$ cat src/rtl/apx_tmr_pkg.sv
package apx_tmr_pkg;

    localparam int COPIES  = 3;
    localparam int RED_BITS = 4;

    function automatic logic maj3(input logic x, input logic y, input logic z);
        return (x & y) | (y & z) | (x & z);
    endfunction

endpackage

$ cat src/rtl/apx_lower_slice.sv
module apx_lower_slice #(
    parameter int L = 10
) (
    input  logic [L-1:0] a_lo,
    input  logic [L-1:0] b_lo,
    output logic [L-1:0] sum_lo,
    output logic         link_o
);
    import apx_tmr_pkg::*;

    localparam int TIE = L - RED_BITS;

    typedef struct packed {
        logic [L-1:0] bits;
        logic         link;
    } lo_t;

    lo_t lo_d;

    always_comb begin
        lo_d.bits = '1;
        for (int i = TIE; i < L; i++) begin
            lo_d.bits[i] = a_lo[i] | b_lo[i];
        end
        lo_d.link = a_lo[L-1] & b_lo[L-1];
    end

    assign sum_lo = lo_d.bits;
    assign link_o = lo_d.link;

endmodule

$ cat src/rtl/apx_upper_slice.sv
module apx_upper_slice #(
    parameter int W = 22
) (
    input  logic [W-1:0] a_hi,
    input  logic [W-1:0] b_hi,
    input  logic         cin,
    output logic [W:0]   sum_hi
);
    typedef struct packed {
        logic [W:0] sum;
    } hi_t;

    hi_t hi_d;

    always_comb begin
        hi_d.sum = {1'b0, a_hi} + {1'b0, b_hi} + {{W{1'b0}}, cin};
    end

    assign sum_hi = hi_d.sum;

endmodule

$ cat src/rtl/apx_copy.sv
module apx_copy #(
    parameter int N = 32,
    parameter int L = 10
) (
    input  logic [N-1:0] a,
    input  logic [N-1:0] b,
    output logic [N:0]   sum
);
    localparam int HW = N - L;

    logic [L-1:0] lo_sum;
    logic [HW:0]  hi_sum;
    logic         link;

    apx_lower_slice #(.L(L)) u_lo (
        .a_lo   (a[L-1:0]),
        .b_lo   (b[L-1:0]),
        .sum_lo (lo_sum),
        .link_o (link)
    );

    apx_upper_slice #(.W(HW)) u_hi (
        .a_hi   (a[N-1:L]),
        .b_hi   (b[N-1:L]),
        .cin    (link),
        .sum_hi (hi_sum)
    );

    assign sum = {hi_sum, lo_sum};

endmodule

$ cat src/rtl/maj_voter.sv
module maj_voter #(
    parameter int W = 33
) (
    input  logic [W-1:0] x,
    input  logic [W-1:0] y,
    input  logic [W-1:0] z,
    output logic [W-1:0] f
);
    import apx_tmr_pkg::*;

    typedef struct packed {
        logic [W-1:0] vote;
    } vt_t;

    vt_t vt_d;

    always_comb begin
        for (int i = 0; i < W; i++) begin
            vt_d.vote[i] = maj3(x[i], y[i], z[i]);
        end
    end

    assign f = vt_d.vote;

    // two agreeing inputs decide the bit
    always_comb begin
        for (int i = 0; i < W; i++) begin
            if (x[i] == y[i] || x[i] == z[i]) begin
                p_vote_agree_r5: assert (f[i] == x[i])
                    else $error("voter bit %0d disagrees with majority", i);
            end else begin
                p_vote_pair_r5: assert (f[i] == y[i])
                    else $error("voter bit %0d disagrees with y/z pair", i);
            end
        end
    end

endmodule

$ cat src/rtl/apx_tmr_adder.sv
module apx_tmr_adder #(
    parameter int N = 32,
    parameter int L = 10
) (
    input  logic [N-1:0] op_a,
    input  logic [N-1:0] op_b,
    input  logic [N:0]   flt_mask0,
    input  logic [N:0]   flt_mask1,
    input  logic [N:0]   flt_mask2,
    output logic [N:0]   sum_o
);
    import apx_tmr_pkg::*;

    localparam int W   = N + 1;
    localparam int HW  = N - L;
    localparam int TIE = L - RED_BITS;

    initial begin
        p_param_split_r9: assert (L >= 5 && N > L)
            else $error("invalid split N=%0d L=%0d", N, L);
    end

    logic [W-1:0] raw  [COPIES];
    logic [W-1:0] mask [COPIES];
    logic [W-1:0] hit  [COPIES];

    assign mask[0] = flt_mask0;
    assign mask[1] = flt_mask1;
    assign mask[2] = flt_mask2;

    generate
        for (genvar k = 0; k < COPIES; k++) begin : g_copy
            apx_copy #(.N(N), .L(L)) u_copy (
                .a   (op_a),
                .b   (op_b),
                .sum (raw[k])
            );
            assign hit[k] = raw[k] ^ mask[k];
        end
    endgenerate

    maj_voter #(.W(W)) u_vote (
        .x (hit[0]),
        .y (hit[1]),
        .z (hit[2]),
        .f (sum_o)
    );

    // checks relating copies, voter and ports
    logic [COPIES-1:0] m_any;
    logic [W-1:0]      clean_ref;
    logic [HW:0]       hi_ref;

    always_comb begin
        for (int k = 0; k < COPIES; k++) m_any[k] = |mask[k];
        clean_ref = m_any[0] ? raw[1] : raw[0];
        hi_ref    = {1'b0, op_a[N-1:L]} + {1'b0, op_b[N-1:L]}
                  + {{HW{1'b0}}, (op_a[L-1] & op_b[L-1])};

        if ($onehot0(m_any)) begin
            p_single_copy_masked_r6: assert (sum_o == clean_ref)
                else $error("single-copy fault leaked to output");
        end
        if (m_any == '0) begin
            p_upper_exact_r1: assert (sum_o[N:L] == hi_ref)
                else $error("upper slice mismatch");
            p_or_bits_r3: assert (sum_o[L-1:TIE] == (op_a[L-1:TIE] | op_b[L-1:TIE]))
                else $error("reduced bits mismatch");
            p_tied_ones_r4: assert (&sum_o[TIE-1:0])
                else $error("tied bits not all ones");
            if (op_a[N-1:L] == '0 && op_b[N-1:L] == '0) begin
                p_slice_link_r2: assert (sum_o[L] == (op_a[L-1] & op_b[L-1]))
                    else $error("slice link carry mismatch");
            end
        end
    end

endmodule

$ cat config.mk
export PLATFORM = sky130hd
export DESIGN_NAME = apx_tmr_adder
export DESIGN_NICKNAME = d
export VERILOG_FILES = /design/src/rtl/apx_tmr_pkg.sv /design/src/rtl/apx_lower_slice.sv /design/src/rtl/apx_upper_slice.sv /design/src/rtl/apx_copy.sv /design/src/rtl/maj_voter.sv /design/src/rtl/apx_tmr_adder.sv
export SDC_FILE = /design/constraint.sdc
export NUM_CORES = 1
export LEC_CHECK = 0
export BUFFER_PORTS_ARGS = -buffer_cell sky130_fd_sc_hd__buf_2
export CORE_ASPECT_RATIO = 1.5
export CORE_MARGIN = 2
export CORE_UTILIZATION = 30
export DETAILED_ROUTE_END_ITERATION = 16
export PLACE_DENSITY = 0.76
export SETUP_SLACK_MARGIN = 0.5
export SYNTH_ARGS = -nofsm -noshare
export SYNTH_HDL_FRONTEND = slang
export SYNTH_SLANG_ARGS = --single-unit
$ cat constraint.sdc
create_clock -name vclk -period 5.6
set_clock_uncertainty 0.15 [all_clocks]
set_input_delay 1.12 -clock vclk [all_inputs]
set_output_delay 1.12 -clock vclk [all_outputs]
set_load 0.01 [all_outputs]
==> summary.txt <==
Pint: 171 µW
first-pass iteration count of the detailed router: 4
nets: 591
kind of critical path: primary input to primary output
Final min period: 4.80 ns
CLK BUF: 0
peak fanout along the critical path: 4
die width: 65.9 µm
die height: 96.8 µm
Slew headroom: 78.1%
Core ar.: 0.00549 mm²
leading cell type in the layout, fill and taps excluded: buf_2
sequential share of the synthesized area: 0%
Clock power frac: 0%
Yosys warnings: 0
First DRT Iteration DRCs: 46
Seq Cell Count: 0
unrepaired setup endpoints after global routing: false
Overall Global Routing Usage: 17.3%
NetSw: 172 µW
io pins: 196
sw frac: 50.1%
Setup TNS Final: 0 ns
first-pass GRT wire length: 9130 µm
Port Buffer Count: 184
hold slack: 2.36 ns
Final Hold Vio Count: 0
filler-free cell count of the finished design: 473
most frequent cells in the layout: buf_2 (184), xnor2_1 (35), maj3_1 (27)
routability cong.: 0.774
initial antenna violation count: 0
Vias/cell: 4.87
CP delay by family, top: compound AO/OA/AOI/OAI gates
# fillers: 562
Distinct cells, synth: 39
Ant. Diodes: 0
Post-Syn Area per Cell: 7.84 µm²
max_cap viols: 0
FF/Latch Area: 0 µm²
FP Rows: 33
endpoints failing setup: 0
# placed instances: 473
worst slew pin tran: 0.328 ns
fmax: 0.208 GHz
via count: 2,303
Worst Path Arrival: 3.53 ns
Synth Net Count: 406
Layout area overhead: 58.3%
Crit path required time: 4.33 ns
worst hold path type: primary input to primary output
Multi-input gate area: 0.00169 mm²
mapped cell area: 0.00172 mm²
layout cells sized above 1: 49.1%
slowest library cell on the worst path: fa_1
Starting Density: 31.4%
Startpoint Class: primary input
Final HPWL DP: 5410 µm
Logic pwr share: 100.0%
fin crit share: 85.8%
post-DR wirelength/cell: 12.1 µm
vias in the first global route: 2,280
antenna viol nets, final: 0
CP Capture Type: primary output
grt ovf: 0
leakage power: 0.00138 µW
Worst path max stage delay: 0.44 ns
Die ar.: 0.00638 mm²
Post-CTS Resized: 0
final slew viol count: 0
drt drc: 0
routed wire length: 5740 µm
largest net degree at the start of global routing: 8
sequential share of power: 0%
status: complete, no violations
postcts setup bufs: 0
gate count after technology mapping: 220
Buf/Inv on CP: 3
PD cells: 126 mW/mm²
Peak VDD IR: 0.0000588 V
# hold bufs at CTS: 0
CP Cell Sequence: buf_2, inv_1, fa_1, fa_1, nand2b_1, a21o_1, a31o_4, a31oi_4, a21oi_2, o21ai_1, xnor2_1, buf_2
[metrics by stage]
| stage | util (%) | power (µW) | worst slack, ns | area [µm²] |
|---|---|---|---|---|
| 2_1_floorplan | - | 208 | 1.13 | 1720 |
| 3_3_place_gp | 49.7 | 343 | 0.825 | 2730 |
| 3_5_place_dp | 49.7 | 347 | 0.789 | 2730 |
| 4_1_cts | 49.7 | 350 | 0.765 | 2730 |
| 5_1_grt | 49.7 | 381 | 0.628 | 2730 |
| 6_report | 49.7 | 343 | 0.796 | 2730 |
[routing by layer]
| metal | GRT usage, % | wire length [µm] |
|---|---|---|
| met1 | 14.8 | 1800 |
| met2 | 38.8 | 3200 |
| met3 | 3.37 | 698 |
| met4 | 0.962 | 39 |
| met5 | 0 | 0 |
[final timing paths]
kind	from	endpoint	cells past startpoint
hold / removal	flt_mask2[2]	sum_o[2]	3
setup / recovery	op_a[10]	sum_o[30]	12
[layout make-up]
cell class | instances | share of cell area (%)
Tap cell | 70 | 3.21
Multi-Input combinational cell | 210 | 61.8
Timing Repair Buffer | 184 | 33.7
Inverter | 9 | 1.24
[synth_stat cells, types with 2 or more instances]
library cell  number  area, µm²
xnor2_1           35        307
maj3_1            27        270
ha_1              21        263
a21oi_1           19       95.1
nand2_1           18       67.6
nor2_1            14       52.6
o21ai_0           11       55.1
xor2_1            11       96.3
inv_1              9       33.8
a21o_1             8       60.1
a21oi_2            4       35.0
nand2b_1           4       25.0
o21ai_1            4       20.0
o21a_1             3       22.5
a211oi_2           2       25.0
fa_1               2       40.0
nand3_1            2       10.0
nor2b_1            2       12.5
o211ai_1           2       15.0
o31ai_1            2       15.0
o31ai_2            2       25.0
[worst min-delay path, delay by kind of cell]
kind	cells	cell delay (ns)
compound gates	1	0.05
buf+inv	2	0.21
[power groups by stage]
stage | Clock [µW] | Sequential, µW | Combinational [µW]
2_1_floorplan | 0 | 0 | 208
3_3_place_gp | 0 | 0 | 343
3_5_place_dp | 0 | 0 | 347
4_1_cts | 0 | 0 | 350
5_1_grt | 0 | 0 | 381
6_report | 0 | 0 | 343
[kinds of logic after synthesis]
family | Yosys count | share of synthesized area [%]
simple gates | 47 | 12.9
buf+inv | 10 | 2.18
xor+xnor | 46 | 23.4
compound gates | 67 | 28.3
fa+ha+maj | 50 | 33.2
Note: power is estimated with default switching activity, not from simulation.
